### config.mk
export PLATFORM = sky130hd
export DESIGN_NAME = lpEscTx
export DESIGN_NICKNAME = d
export VERILOG_FILES = /design/src/rtl/lpEscPkg.sv /design/src/rtl/lpEscDatapath.sv /design/src/rtl/lpEscCtrl.sv /design/src/rtl/lpEscTx.sv
export SDC_FILE = /design/constraint.sdc
export NUM_CORES = 1
export LEC_CHECK = 0
export BUFFER_PORTS_ARGS = -buffer_cell sky130_fd_sc_hd__buf_2
export CAP_MARGIN = 5
export CORE_ASPECT_RATIO = 0.6
export CORE_MARGIN = 10
export CORE_UTILIZATION = 56
export CTS_CLUSTER_DIAMETER = 100
export CTS_CLUSTER_SIZE = 8
export DETAILED_ROUTE_END_ITERATION = 8
export PLACE_DENSITY_LB_ADDON = 0.08
export SLEW_MARGIN = 0
export SYNTH_ARGS = -nofsm -noshare
export SYNTH_HDL_FRONTEND = slang
export SYNTH_SLANG_ARGS = --single-unit
### constraint.sdc
create_clock -name clk -period 5.5 [get_ports clk]
set_input_delay 1.1 -clock clk [delete_from_list [all_inputs] [get_ports clk]]
set_output_delay 1.1 -clock clk [all_outputs]
set_load 0.1 [all_outputs]
### src/rtl/lpEscPkg.sv
`timescale 1ns/1ps
package lpEscPkg;

  typedef enum logic [1:0] {
    MODE_LPDT  = 2'd0,
    MODE_ULPS  = 2'd1,
    MODE_RESET = 2'd2,
    MODE_RSVD  = 2'd3
  } escMode_t;

  // strobes from control to datapath
  typedef struct packed {
    logic loadTimer;
    logic useWake;
    logic loadCmd;
    logic loadData;
    logic shiftBit;
  } dpCtrl_t;

  localparam int CMD_W = 8;

  localparam logic [1:0] LINE_STOP  = 2'b11;
  localparam logic [1:0] LINE_HIGHP = 2'b10;
  localparam logic [1:0] LINE_HIGHN = 2'b01;
  localparam logic [1:0] LINE_SPACE = 2'b00;

  // command byte, shifted out LSB first
  function automatic logic [CMD_W-1:0] cmdCode(input escMode_t m);
    case (m)
      MODE_LPDT:  cmdCode = 8'h87;
      MODE_ULPS:  cmdCode = 8'h78;
      MODE_RESET: cmdCode = 8'h46;
      default:    cmdCode = 8'h00;
    endcase
  endfunction

endpackage

### src/rtl/lpEscDatapath.sv
`timescale 1ns/1ps
module lpEscDatapath
  import lpEscPkg::*;
#(
  parameter int LPX_CYCLES = 4,
  parameter int WAKE_W     = 8
) (
  input  logic              clk,
  input  logic              rstN,
  input  dpCtrl_t           ctl,
  input  escMode_t          cmdMode,
  input  logic [CMD_W-1:0]  dataIn,
  input  logic [WAKE_W-1:0] wakeTime,
  output logic              timerDone,
  output logic              curBit,
  output logic              lastBit
);
  localparam int LPX_W = $clog2(LPX_CYCLES + 1);
  localparam int TMR_W = (LPX_W > WAKE_W) ? LPX_W : WAKE_W;
  localparam int CNT_W = $clog2(CMD_W);

  logic [TMR_W-1:0] tmrCnt;
  logic [TMR_W-1:0] tmrLen;
  logic [CMD_W-1:0] shReg;
  logic [CNT_W-1:0] bitCnt;

  // level duration: fixed LPX or programmable wake (0 counts as 1)
  always_comb begin
    if (ctl.useWake) begin
      tmrLen = TMR_W'(wakeTime);
      if (wakeTime == '0) tmrLen = TMR_W'(1);
    end else begin
      tmrLen = TMR_W'(LPX_CYCLES);
    end
  end

  always_ff @(posedge clk or negedge rstN) begin
    if (!rstN) begin
      tmrCnt <= '0;
    end else if (ctl.loadTimer) begin
      tmrCnt <= tmrLen - TMR_W'(1);
    end else if (tmrCnt != '0) begin
      tmrCnt <= tmrCnt - TMR_W'(1);
    end
  end

  always_ff @(posedge clk or negedge rstN) begin
    if (!rstN) begin
      shReg  <= '0;
      bitCnt <= '0;
    end else if (ctl.loadCmd) begin
      shReg  <= cmdCode(cmdMode);
      bitCnt <= '0;
    end else if (ctl.loadData) begin
      shReg  <= dataIn;
      bitCnt <= '0;
    end else if (ctl.shiftBit) begin
      shReg  <= {1'b0, shReg[CMD_W-1:1]};
      bitCnt <= bitCnt + CNT_W'(1);
    end
  end

  assign timerDone = (tmrCnt == '0);
  assign curBit    = shReg[0];
  assign lastBit   = (bitCnt == CNT_W'(CMD_W - 1));

  // control must never shift beyond the eighth bit
  assert_no_shift_past_byte_R5: assert property (@(posedge clk) disable iff (!rstN)
    ctl.shiftBit |-> !lastBit);

endmodule

### src/rtl/lpEscCtrl.sv
`timescale 1ns/1ps
module lpEscCtrl
  import lpEscPkg::*;
(
  input  logic       clk,
  input  logic       rstN,
  input  logic       start,
  input  escMode_t   modeIn,
  input  logic       txValid,
  input  logic       txLast,
  input  logic       wakeReq,
  input  logic       timerDone,
  input  logic       curBit,
  input  logic       lastBit,
  output dpCtrl_t    ctl,
  output logic [1:0] lineState,
  output logic       busy,
  output logic       ulpsActive,
  output logic       txReady,
  output logic       rstTrigger
);
  typedef enum logic [2:0] {
    S_STOP, S_ENTRY, S_MARK, S_SPACE, S_WAIT, S_ULPS, S_WAKE, S_EXIT
  } state_t;

  state_t   state, stateNx;
  logic [1:0] step, stepNx;
  escMode_t modeReg, modeNx;
  logic     inCmd, inCmdNx;
  logic     lastByte, lastByteNx;

  always_ff @(posedge clk or negedge rstN) begin
    if (!rstN) begin
      state    <= S_STOP;
      step     <= '0;
      modeReg  <= MODE_LPDT;
      inCmd    <= 1'b0;
      lastByte <= 1'b0;
    end else begin
      state    <= stateNx;
      step     <= stepNx;
      modeReg  <= modeNx;
      inCmd    <= inCmdNx;
      lastByte <= lastByteNx;
    end
  end

  always_comb begin
    stateNx    = state;
    stepNx     = step;
    modeNx     = modeReg;
    inCmdNx    = inCmd;
    lastByteNx = lastByte;
    ctl        = '0;
    case (state)
      S_STOP: begin
        if (start && modeIn != MODE_RSVD) begin
          stateNx       = S_ENTRY;
          stepNx        = '0;
          modeNx        = modeIn;
          inCmdNx       = 1'b1;
          ctl.loadTimer = 1'b1;
          ctl.loadCmd   = 1'b1;
        end
      end
      S_ENTRY: begin
        if (timerDone) begin
          ctl.loadTimer = 1'b1;
          if (step == 2'd3) stateNx = S_MARK;
          else              stepNx  = step + 2'd1;
        end
      end
      S_MARK: begin
        if (timerDone) begin
          stateNx       = S_SPACE;
          ctl.loadTimer = 1'b1;
        end
      end
      S_SPACE: begin
        if (timerDone) begin
          if (!lastBit) begin
            ctl.shiftBit  = 1'b1;
            ctl.loadTimer = 1'b1;
            stateNx       = S_MARK;
          end else if (inCmd) begin
            inCmdNx = 1'b0;
            case (modeReg)
              MODE_LPDT: stateNx = S_WAIT;
              MODE_ULPS: stateNx = S_ULPS;
              default: begin
                stateNx       = S_EXIT;
                ctl.loadTimer = 1'b1;
              end
            endcase
          end else if (lastByte) begin
            stateNx       = S_EXIT;
            ctl.loadTimer = 1'b1;
          end else begin
            stateNx = S_WAIT;
          end
        end
      end
      S_WAIT: begin
        if (txValid) begin
          ctl.loadData  = 1'b1;
          ctl.loadTimer = 1'b1;
          lastByteNx    = txLast;
          stateNx       = S_MARK;
        end
      end
      S_ULPS: begin
        if (wakeReq) begin
          ctl.loadTimer = 1'b1;
          ctl.useWake   = 1'b1;
          stateNx       = S_WAKE;
        end
      end
      S_WAKE, S_EXIT: begin
        if (timerDone) stateNx = S_STOP;
      end
      default: stateNx = S_STOP;
    endcase
  end

  always_comb begin
    case (state)
      S_STOP:  lineState = LINE_STOP;
      S_ENTRY: begin
        case (step)
          2'd0:    lineState = LINE_HIGHP;
          2'd2:    lineState = LINE_HIGHN;
          default: lineState = LINE_SPACE;
        endcase
      end
      S_MARK:  lineState = curBit ? LINE_HIGHP : LINE_HIGHN;
      S_WAKE, S_EXIT: lineState = LINE_HIGHP;
      default: lineState = LINE_SPACE;
    endcase
  end

  assign busy       = (state != S_STOP);
  assign ulpsActive = (state == S_ULPS);
  assign txReady    = (state == S_WAIT);
  assign rstTrigger = (state == S_EXIT) && timerDone && (modeReg == MODE_RESET);

  assert_entry_opens_high_R2: assert property (@(posedge clk) disable iff (!rstN)
    (state == S_STOP && start && modeIn != MODE_RSVD) |=> (lineState == LINE_HIGHP));

  assert_reserved_mode_ignored_R3: assert property (@(posedge clk) disable iff (!rstN)
    (state == S_STOP && start && modeIn == MODE_RSVD) |=> (lineState == LINE_STOP && !busy));

  assert_busy_never_stop_R11: assert property (@(posedge clk) disable iff (!rstN)
    busy |-> (lineState != LINE_STOP));

  assert_byte_taken_R6: assert property (@(posedge clk) disable iff (!rstN)
    (txReady && txValid) |=> (!txReady && lineState != LINE_SPACE));

  assert_ulps_holds_R8: assert property (@(posedge clk) disable iff (!rstN)
    (ulpsActive && !wakeReq) |=> (ulpsActive && lineState == LINE_SPACE));

  assert_trigger_then_stop_R10: assert property (@(posedge clk) disable iff (!rstN)
    rstTrigger |=> (lineState == LINE_STOP));

endmodule

### src/rtl/lpEscTx.sv
`timescale 1ns/1ps
module lpEscTx
  import lpEscPkg::*;
#(
  parameter int LPX_CYCLES = 4,
  parameter int WAKE_W     = 8
) (
  input  logic              clk,
  input  logic              rstN,
  input  logic              start,
  input  logic [1:0]        mode,
  input  logic [7:0]        txData,
  input  logic              txValid,
  input  logic              txLast,
  output logic              txReady,
  input  logic              wakeReq,
  input  logic [WAKE_W-1:0] wakeTime,
  output logic              lineP,
  output logic              lineN,
  output logic              busy,
  output logic              ulpsActive,
  output logic              rstTrigger
);
  dpCtrl_t    ctl;
  escMode_t   modeIn;
  logic       timerDone;
  logic       curBit;
  logic       lastBit;
  logic [1:0] lineState;

  assign modeIn = escMode_t'(mode);

  lpEscCtrl i_ctrl (
    .clk        (clk),
    .rstN       (rstN),
    .start      (start),
    .modeIn     (modeIn),
    .txValid    (txValid),
    .txLast     (txLast),
    .wakeReq    (wakeReq),
    .timerDone  (timerDone),
    .curBit     (curBit),
    .lastBit    (lastBit),
    .ctl        (ctl),
    .lineState  (lineState),
    .busy       (busy),
    .ulpsActive (ulpsActive),
    .txReady    (txReady),
    .rstTrigger (rstTrigger)
  );

  lpEscDatapath #(
    .LPX_CYCLES (LPX_CYCLES),
    .WAKE_W     (WAKE_W)
  ) i_datapath (
    .clk       (clk),
    .rstN      (rstN),
    .ctl       (ctl),
    .cmdMode   (modeIn),
    .dataIn    (txData),
    .wakeTime  (wakeTime),
    .timerDone (timerDone),
    .curBit    (curBit),
    .lastBit   (lastBit)
  );

  assign lineP = lineState[1];
  assign lineN = lineState[0];

endmodule

# == Yosys cells after proc, flatten, opt, wreduce, memory -nomap -nowiden ==
# Cells that the tools add are included.
# word_totals
ff_bits,28
inputBits,24
output_inout_bits,6
elab_cells,111
# classes
n_addsub,4
n_eq_ne,25
muxes,51
reduce_logical,23
# ops
op,count
8-bit two-way mux,7
3-bit two-way mux,12
8-bit case mux with 3 select lines,1
3-bit case mux with 7 select lines,1
1-bit two-way mux,17
8-bit logical NOT,2
8-bit by 1-bit subtractor with 8-bit output (second input constant),2
3-bit equality test (second input constant),5
2-bit two-way mux,7
2-bit by 1-bit inequality test with 1-bit output (second input constant),7
2-bit case mux with 2 select lines,3
2-bit equality test (second input constant),4
2-bit inequality test (second input constant),4
2-bit case mux with 4 select lines,1
4-bit AND reduction,2
8-bit AND reduction,1
8-bit nonzero test,1
3-bit by 2-bit equality test with 1-bit output (second input constant),2
2-bit logical NOT,3
2-bit nonzero test,3
3-bit nonzero test,2
2-bit OR reduction,3
1-bit case mux with 5 select lines,1
2-bit by 1-bit equality test with 1-bit output (second input constant),2
other kinds (7),10

# == Depth between registers and ports, before layout ==
# Gate-level depths: netlist of the first run.
# logic_depth
ltp_word,8
ltp_mapped,9
ltp_nobuf,9

# == Modules after synthesis ==
# A second synthesis of the first run with hierarchy kept.
# hier_totals
hier_cells,215
area_unflattened_um2,1905.6
# by_module_without_submodules
module,n_inst,cells_per_inst,area_per_inst_um2,seq_area_each_um2
lpEscDatapath,1,137,1228.7,475.5
lpEscCtrl,1,78,676.9,225.2

# == Least setup slack after synthesis of the first run ==
# No wires, ideal clock.
# synth_timing
path_kind,reg2out
start,register i_ctrl.state[0]
end,output port rstTrigger
t_arrival_ps,3014
t_required_ps,4400
setup_slack_ps,1386
path_stages_with_launch,5
path_buffers,2
cell_sequence,dfrtp_1 clkbuf_1 buf_1 nand4_1 nor3_1
# synth_between
elab_chain_cells,3
# synth_rtl
element,line,text
start: declaration,lpEscCtrl.sv:26,"state_t state, stateNx;"
start signal: assignment,lpEscCtrl.sv:40,state <= stateNx;
3-bit equality test,lpEscCtrl.sv:144,assign rstTrigger = (state == S_EXIT) && timerDone && (modeReg == MODE_RESET);
1-bit logical AND (2 in a row),lpEscCtrl.sv:144,
end: declaration,lpEscTx.sv:22,output logic rstTrigger
# Every way passes these cells.

# == Worst setup path in the final report of the first run ==
# layout_timing
start,input port mode[0]
end,register i_datapath.shReg[2]
# layout_between
elab_chain_cells,5
elab_cells_between_ends,10
classes_between,eq/ne (3); mux (4); reduce/logical (3)
# layout_rtl
element,line,text
start: declaration,lpEscTx.sv:11,"input logic [1:0] mode,"
2-bit inequality test,lpEscCtrl.sv:57,if (start && modeIn != MODE_RSVD) begin
1-bit logical AND,lpEscCtrl.sv:57,
1-bit two-way mux,lpEscCtrl.sv:57,
1-bit two-way mux,lpEscCtrl.sv:55,case (state)
3-bit nonzero test (no source line) or 8-bit two-way mux (tied branches),n/a,
end signal: assignment,lpEscDatapath.sv:52,shReg <= cmdCode(cmdMode);
end signal: assignment,lpEscDatapath.sv:55,shReg <= dataIn;
end signal: assignment,lpEscDatapath.sv:58,"shReg <= {1'b0, shReg[CMD_W-1:1]};"
end: declaration,lpEscDatapath.sv:24,logic [CMD_W-1:0] shReg;
# Several ways; a longest one is shown, not always the timed one.
# A chain may end at the register's enable or synchronous reset.

==> impl_metrics.csv, run 1 <==
group,metric,value,unit
status,status,"finished, final reports clean",
timing,maxSlewHeadroom,26.0,%
synth,syn-num-nets,242,
global_routing,grt_use_total,16.1,%
clocking,postCtsSetupBuffers,0,
die,io_pins,30,
power,p_leak,0.936,nW
routing,ant_nets,0,
finish,multi_input_area,0.00109,mm²
timing,period_share,58.0,%
timing,worst_slew_pin_slew,1.10,ns
timing,slew_viol_final,0,
setup_path,end_kind,"register",
global_routing,grt_pass1_vias,1639,
timing,hold_viol_final,0,
place,dp_worst_setup_slack,2.05,ns
global_routing,grt_max_degree,29,
synth,synthArstFlopShare,100,%
synth,synth_top_cell_area_share,37.2,%
clocking,root_buffer,"clkbuf_8",
clocking,cts_hold_buf,0,
min_path,min_path_type,"reg -> reg",
synth,ys_types,53,
clocking,clk_pin_slew_worst_paths,0.09,ns
finish,n_antenna_cell,0,
routing,drtIter0Drc,177,
setup_path,cp_max_fo,13,
timing,min_period,3.19,ns
clocking,clockBufferDepth,2,
finish,ff_latch_area,701,µm²
routing,first_pass_iters,5,
die,rows,16,
die,core_region_area,0.00324,mm²
place,gp_congestion,0.929,
synth,syn_inst,208,
place,dpl.hpwl,3800,µm
timing,fin_worst_skew,0.00355,ns
routing,wl_per_cell,17.7,µm
synth,synth_edf_count,0,
die,dieArea,0.00616,mm²
synth,synth-seq-cells,28,
timing,rsz0062_at_grt,"false",
synth,yosys.area.top_type,"dfrtp_1",
die,start_util,58.1,%
synth,seq_area_frac_synth,37.2,%
global_routing,grt-ovfl-total,0,
clocking,cts_tree,"done",
clocking,cts_buffers,3,
setup_path,cp.required,5.61,ns
routing,wl,4870,µm
timing,fmax,313,MHz
power,irDropWorstVdd,0.508,mV
synth,syn_area,0.00188,mm²
clocking,cts-resized-gates,0,
place,placement.io_buffers,29,
finish,layout-drive-gt1-share,19.9,%
routing,vias,1723,
finish,nNetsFinal,266,
power,cellPowerDensity,531,mW/mm²
timing,finalSetupViolCount,0,
setup_path,crit_arrival,3.30,ns
routing,drc,0,
die,fp.dieH,64.9,µm
synth,avgSynthCellArea,9.05,µm²
clocking,cts.htree.levels,1,
routing,avgViaCountPerCell,6.24,
global_routing,grt_antenna_before_repair,0,
job,max-cap-violations,0,
finish,area_growth,11.7,%
synth,yosys_warnings,0,
setup_path,start_kind,"input pin",
finish,fillers,294,
clocking,insertion_delay,0.27,ns
synth,ys_top_cells_by_area,"dfrtp_1 37%, ha_1 6.6%, nor2_1 4.6%, nand2_1 3.8%, a21oi_1 3.2%",
die,die_width,94.9,µm
clocking,clock-sinks,28,
timing,setup_ws,2.31,ns
setup_path,crit_type,"in -> reg",
timing,finalSetupTns,0,ns
global_routing,grt_pass1_wl,8080,µm
synth,synthFlopType,"dfrtp_1",
worst max-delay path: stages:
cell and delay, ns:
buf_2 0.12, ha_1 0.26, nor3b_1 0.09, o21ai_0 0.89, o21ai_1 0.56, nor2_1 0.22, a41oi_1 0.06
where the power goes:
part	total (mW)	leakage (nW)	switching, mW	internal (mW)
Combinational	0.539	0.559	0.335	0.204
Clock	0.160	0.0357	0.0630	0.0974
Sequential	0.417	0.341	0.120	0.297
metal layers:
metal  vias to the layer above  track usage, %  wire [µm]
li1                        823               -          -
met3                         2            4.25        351
met1                       828            22.3       2260
met5                         -               0          0
met2                        70            25.2       2240
met4                         0            1.86         16
layout by cell type (no fill, tap or decap), types with 4 or more instances in the layout:
master    netlist  routed
nand2b_1        5       5
mux2_2          5       5
a21oi_1        12      12
nor2_1         23      23
o21ai_0        11      11
nor4_1          5       5
a222oi_1        5       5
ha_1           10      10
dfrtp_1        28      28
inv_1           9       9
o211ai_1        4       4
mux2i_1         4       4
buf_2           0      29
nand2_1        19      19
a22oi_1         5       5
through the flow:
step                      area, µm²  hold WS [ns]  util (%)  std cells  total power [mW]
after floorplan                1880         0.438         -        208             0.838
after global placement         2030         0.479      62.7        272             0.927
after detailed placement       2030         0.482      62.7        272             0.949
after CTS                      2100         0.505      64.9        276              1.11
after global routing           2100         0.543      64.9        276              1.20
final                          2100         0.505      64.9        276              1.12
sequential cells by signal, summed over array words and instances (netlist names):
register	flops
i_ctrl.modeReg	2
i_datapath.shReg	8
i_ctrl.lastByte	1
i_ctrl.step	2
i_datapath.tmrCnt	8
i_ctrl.inCmd	1
i_ctrl.state	3
i_datapath.bitCnt	3
path summary, 6_finish.rpt:
path                                     start              endpoint  slack [ns]  cells after the start
max                                    mode[0]   i_datapath.shReg[2]        2.31                      7
min                        i_datapath.shReg[6]   i_datapath.shReg[6]        0.51                      2
max reg2reg                    i_ctrl.state[2]   i_datapath.shReg[2]        2.75                      5
min reg2reg                i_datapath.shReg[6]   i_datapath.shReg[6]        0.51                      2
max in group asynchronous                 rstN  i_datapath.tmrCnt[6]        4.27                      1
min in group asynchronous                 rstN       i_ctrl.lastByte        0.83                      1
synthesized netlist by cell type, types with 2 or more instances:
cell       instances
dfrtp_1           28
nor2_1            23
nand2_1           19
a21oi_1           12
o21ai_0           11
ha_1              10
inv_1              9
clkbuf_1           6
a222oi_1           5
a22oi_1            5
mux2_2             5
nand2b_1           5
nor4_1             5
mux2i_1            4
o211ai_1           4
nand3_1            3
nor3_1             3
o21a_1             3
o22ai_1            3
or3_1              3
a211oi_1           2
a21o_1             2
a41oi_1            2
and2_1             2
buf_1              2
buf_6              2
nor3b_1            2
o22a_1             2
o2bb2ai_1          2
layout make-up:
type / instances / share of cell area (%)
Sequential cell: 28 / 33.3
Clock inverter: 1 / 1.43
Tap cell: 45 / 2.68
Multi-Input combinational cell: 160 / 51.9
Timing Repair Buffer: 29 / 6.90
Inverter: 10 / 1.78
Clock buffer: 3 / 1.96
cells by family (layout without fill, tap and decap cells):
family	Yosys count	count (layout)	share of synthesized area [%]
buffers and inverters	20	43	4.78
and+or+nand+nor	76	76	21.5
DFF	28	28	37.2
adders and majority gates	10	10	6.64
muxes	9	9	5.12
AOI/OAI and AO/OA	65	65	24.7
Power figures use the tool's default switching activity.
==> run 2, diff against run 1 <==
- ABC_AREA: default -> 1
- clock period: 5.5 -> 3.1 ns (I/O delays scaled with it)
==> impl_metrics.csv, run 2 <==
group,metric,value,unit
routing,first_pass_iters,5,
timing,period_share,84.8,%
global_routing,grt_pass1_vias,1681,
routing,wl_per_cell,13.7,µm
setup_path,r2r_start,"i_datapath.bitCnt[0]",
place,gp_congestion,0.932,
die,die_width,97.3,µm
clocking,postCtsSetupBuffers,0,
routing,drtIter0Drc,105,
timing,finalSetupTns,0,ns
clocking,insertion_delay,0.28,ns
clocking,root_buffer,"clkbuf_8",
place,dpl.hpwl,3820,µm
setup_path,cp_max_fo,5,
timing,worst_slew_pin_slew,0.611,ns
synth,synthArstFlopShare,100,%
synth,synth_edf_count,0,
synth,ys_types,38,
global_routing,grt_max_degree,29,
finish,layout-drive-gt1-share,21.5,%
setup_path,start_kind,"register",
job,max-cap-violations,0,
die,core_region_area,0.00334,mm²
setup_path,end_kind,"output port",
global_routing,grt_pass1_wl,7970,µm
routing,vias,1770,
power,finalPower,2.53,mW
synth,syn_inst,263,
routing,wl,4650,µm
timing,timing.hold.ws,0.341,ns
timing,slew_viol_final,0,
synth,synth-seq-cells,28,
timing,rsz0062_at_grt,"false",
finish,n_antenna_cell,0,
die,rows,16,
place,placement.io_buffers,29,
setup_path,crit_type,"reg -> out",
setup_path,crit_arrival,2.01,ns
clocking,clock-sinks,28,
synth,yosys_warnings,0,
clocking,cts_buffers,3,
place,dp_worst_setup_slack,0.487,ns
finish,final_common_cell,"nand2_1",
synth,yosys.area.top_type,"dfrtp_1",
setup_path,cp.required,2.48,ns
timing,maxSlewHeadroom,59.2,%
timing,fin_worst_skew,0.0138,ns
global_routing,grt_use_total,14.8,%
clocking,cts.htree.levels,1,
power,p_leak,1.19,nW
synth,synthFlopType,"dfrtp_1",
synth,ys_top_cells_by_area,"dfrtp_1 35%, nand2_1 12%, ha_1 6.2%, inv_1 6.2%, nor2_1 5.6%",
setup_path,rr_worst_depth,15,
clocking,cts_hold_buf,0,
routing,ant_nets,0,
finish,finalInstanceArea,0.00227,mm²
finish,finish.utilization,67.8,%
routing,drc,0,
setup_path,r2r-end,"i_datapath.tmrCnt[6]",
synth,seq_area_frac_synth,34.9,%
clocking,cts_tree,"done",
place,post_dp_cell_area,0.00220,mm²
synth,avgSynthCellArea,7.63,µm²
finish,nNetsFinal,328,
timing,finalSetupViolCount,0,
power,irDropWorstVdd,1.18,mV
power,cellPowerDensity,1120,mW/mm²
timing,setup_ws,0.471,ns
status,status,"finished, final reports clean",
clocking,clockBufferDepth,2,
setup_path,r2r_slack,0.70,ns
synth,syn_area,0.00201,mm²
timing,min_period,2.63,ns
place,place_inst,334,
global_routing,grt-ovfl-total,0,
synth,synth_commonest_cells,"64 x nand2_1, 33 x inv_1, 30 x nor2_1",
finish,fin_cells,338,
die,start_util,60.0,%
clocking,clk_pin_slew_worst_paths,0.10,ns
die,io_pins,30,
synth,syn-num-nets,297,
min_path,min_path_type,"in -> async",
die,fp.dieH,66.4,µm
finish,top_regs,"i_datapath.shReg: 8 flops, i_datapath.tmrCnt: 8 flops",
clocking,cts-resized-gates,0,
finish,area_growth,13.0,%
timing,hold_viol_final,0,
routing,avgViaCountPerCell,5.24,
finish,mostFrequentLayoutCells,"64 x nand2_1, 33 x inv_1, 30 x nor2_1",
global_routing,grt_antenna_before_repair,0,
synth,yosys.cell_count.top_type,"nand2_1",
timing,fmax,380,MHz
synth,synth_top_cell_area_share,34.9,%
die,dieArea,0.00646,mm²
-- run 2: layer usage --
layer | share of wire (%) | GRT usage (%)
met2 | 42 | 21.5
met5 | 0 | 0
met1 | 49 | 21.0
met3 | 7.9 | 4.49
met4 | 0.80 | 2.71
-- run 2: power breakdown --
group	internal (mW)	switching, mW
clock network	0.173	0.116
registers	0.524	0.150
logic	0.475	1.10
total	1.17	1.36
-- run 2: kinds of logic (layout without fill, tap and decap cells) --
logic type,Yosys count,after routing,synth area share (%)
buffers and inverters,42,72,8.42
AND/OR/NAND/NOR,141,141,36.3
flip-flops,28,28,34.9
adder cells (fa/ha/maj),10,10,6.23
AO/OA/AOI/OAI,42,42,14.2
-- run 2: worst max-delay path, stage by stage, from the launching register on --
cell,delay (ns)
dfrtp_1,0.43
nor2_1,0.15
nand2_1,0.08
nor2_2,0.24
inv_1,0.14
nor4_2,0.20
buf_2,0.48
-- run 2: cell type report --
| type | count | area, µm² |
|---|---|---|
| multi-input cells | 193 | 1150 |
| fillers | 280 | 1080 |
| flip-flops and latches | 28 | 701 |
| inverters | 39 | 146 |
| repair buffers | 29 | 145 |
| well taps | 45 | 56.3 |
| clock buffers | 3 | 41.3 |
| clock inverters | 1 | 30.0 |
-- run 2: worst max-delay path by stage --
stage / depth (start not counted) / slack (ns) / from / to
floorplan: 5 / -0.03 / i_datapath.tmrCnt[5] / rstTrigger
global placement: 15 / 0.63 / mode[0] / i_datapath.tmrCnt[6]
detailed placement: 15 / 0.49 / mode[0] / i_datapath.tmrCnt[6]
CTS: 6 / 0.50 / i_datapath.tmrCnt[1] / rstTrigger
global route: 6 / 0.39 / i_datapath.tmrCnt[4] / rstTrigger
finish: 6 / 0.47 / i_datapath.tmrCnt[1] / rstTrigger
==> run 3, diff against run 2 <==
- CORE_UTILIZATION: 56 -> 51
- clock period: 3.1 -> 2.25 ns (I/O delays scaled with it)
==> impl_metrics.csv, run 3 (same netlist as run 2, synthesis figures left out) <==
group,metric,value,unit
status,status,"finished, final reports clean",
timing,fmax,466,MHz
routing,first_pass_iters,4,
die,start_util,53.9,%
clocking,cts_tree,"done",
global_routing,grt_pass1_vias,1685,
place,dp_worst_setup_slack,0.0168,ns
clocking,clk_pin_slew_worst_paths,0.09,ns
global_routing,grt_antenna_before_repair,0,
routing,ant_nets,0,
timing,finalSetupTns,0,ns
timing,finalSetupViolCount,0,
global_routing,grt_pass1_wl,8310,µm
setup_path,crit_family,"buffers and inverters",
clocking,cts.htree.levels,1,
clocking,insertion_delay,0.28,ns
timing,maxSlewHeadroom,56.8,%
finish,finalInstanceArea,0.00246,mm²
timing,min_period,2.15,ns
setup_path,cp_slowest_cell,"dfrtp_1",
setup_path,crit_arrival,1.70,ns
job,max-cap-violations,0,
clocking,root_buffer,"clkbuf_8",
finish,final_common_cell,"nand2_1",
finish,layout-drive-gt1-share,28.2,%
place,gp_congestion,0.948,
routing,drc,0,
global_routing,grt-ovfl-total,0,
global_routing,grt_max_degree,29,
finish,finish.utilization,66.1,%
setup_path,start_kind,"register",
finish,mostFrequentLayoutCells,"62 x nand2_1, 31 x inv_1, 29 x nor2_1",
setup_path,path_cells,"nor2_4, nand2_1, inv_1, buf_2",
routing,vias,1855,
clocking,clockBufferDepth,2,
setup_path,cp.required,1.80,ns
timing,setup_ws,0.103,ns
routing,wl,5140,µm
routing,drtIter0Drc,193,
timing,slew_viol_final,0,
die,dieArea,0.00693,mm²
setup_path,crit_buf_inv,2,
die,die_width,101,µm
min_path,min_path_type,"in -> async",
timing,fin_worst_skew,0.00757,ns
clocking,cts_buffers,3,
timing,period_share,95.4,%
setup_path,cpPeakStageDelay,0.49,ns
die,rows,17,
power,irDropWorstVdd,2.01,mV
finish,fillers,322,
routing,wl_per_cell,14.4,µm
die,io_pins,30,
finish,fin_cells,356,
die,core_region_area,0.00372,mm²
finish,top_regs,"i_datapath.shReg: 8 flops, i_datapath.tmrCnt: 8 flops",
routing,avgViaCountPerCell,5.21,
place,post_dp_cell_area,0.00232,mm²
power,cellPowerDensity,1540,mW/mm²
place,place_inst,345,
timing,worst_slew_pin_slew,0.648,ns
place,placement.io_buffers,29,
finish,n_antenna_cell,0,
timing,rsz0062_at_grt,"false",
place,dpl.hpwl,4110,µm
clocking,clock-sinks,28,
global_routing,grt_use_total,14.9,%
die,fp.dieH,68.6,µm
power,p_leak,1.27,nW
setup_path,crit_type,"reg -> out",
timing,hold_viol_final,0,
finish,area_growth,22.6,%
setup_path,end_kind,"output port",
setup_path,cp_max_fo,6,
finish,nNetsFinal,344,
[run 3: final timing paths]
path,from,end,slack (ns),depth (start not counted)
max,i_ctrl.state[1],txReady,0.10,4
min reg2reg,i_datapath.shReg[7],i_datapath.shReg[7],0.49,2
min in group clk,txLast,i_ctrl.lastByte,0.39,3
max in group asynchronous,rstN,i_ctrl.state[2],1.60,1
min,rstN,i_ctrl.lastByte,0.19,1
max reg2reg,i_datapath.bitCnt[1],i_datapath.tmrCnt[5],0.16,13
[run 3: stage by stage]
| step | hold WS [ns] | power, mW |
|---|---|---|
| detailed placement | 0.476 | 3.33 |
| finish | 0.188 | 3.80 |
| global route | 0.211 | 4.14 |
| CTS | 0.212 | 3.68 |
| floorplan | 0.154 | 2.69 |
| global placement | 0.476 | 3.33 |
[run 3: layout make-up]
class / instances / area, µm² / area share, %
Inverter: 39 / 146 / 5.95
Timing Repair Buffer: 45 / 310 / 12.6
Multi-Input combinational cell: 193 / 1190 / 48.3
Sequential cell: 28 / 702 / 28.5
Tap cell: 47 / 58.8 / 2.39
Clock buffer: 4 / 55.1 / 2.24
[run 3: metal layers]
layer / vias up / track usage [%] / routed length [µm]
li1: 951 / - / -
met2: 41 / 19.8 / 2100
met3: 2 / 4.17 / 367
met1: 861 / 23.5 / 2670
met4: 0 / 1.56 / 10
met5: - / 0 / 0
[run 3: what timing repair did]
action | 4_1_cts | 5_1_grt
endpoints found under the setup margin | 2 | 7
hold buffers | 0 | 0
gates resized for setup | 1 | 9
pin swaps | 0 | 5
buffers inserted | 0 | 7
[run 3: worst register-to-register path, cell delays in order (launching register included)]
cell and delay [ns]:
dfrtp_1 0.37, ha_1 0.17, ha_2 0.21, inv_2 0.05, nor2_1 0.10, nand2_1 0.11
nand3_4 0.15, buf_4 0.13, nand3_1 0.07, nand2_1 0.11, nand2_2 0.08, nor2_4 0.14
nand3_1 0.10, a21oi_2 0.21
[run 3: report_power, final]
group	leakage [nW]	switching [mW]	internal, mW
sequential	0.347	0.179	0.724
clock	0.0288	0.157	0.157
combinational	0.895	1.67	0.914
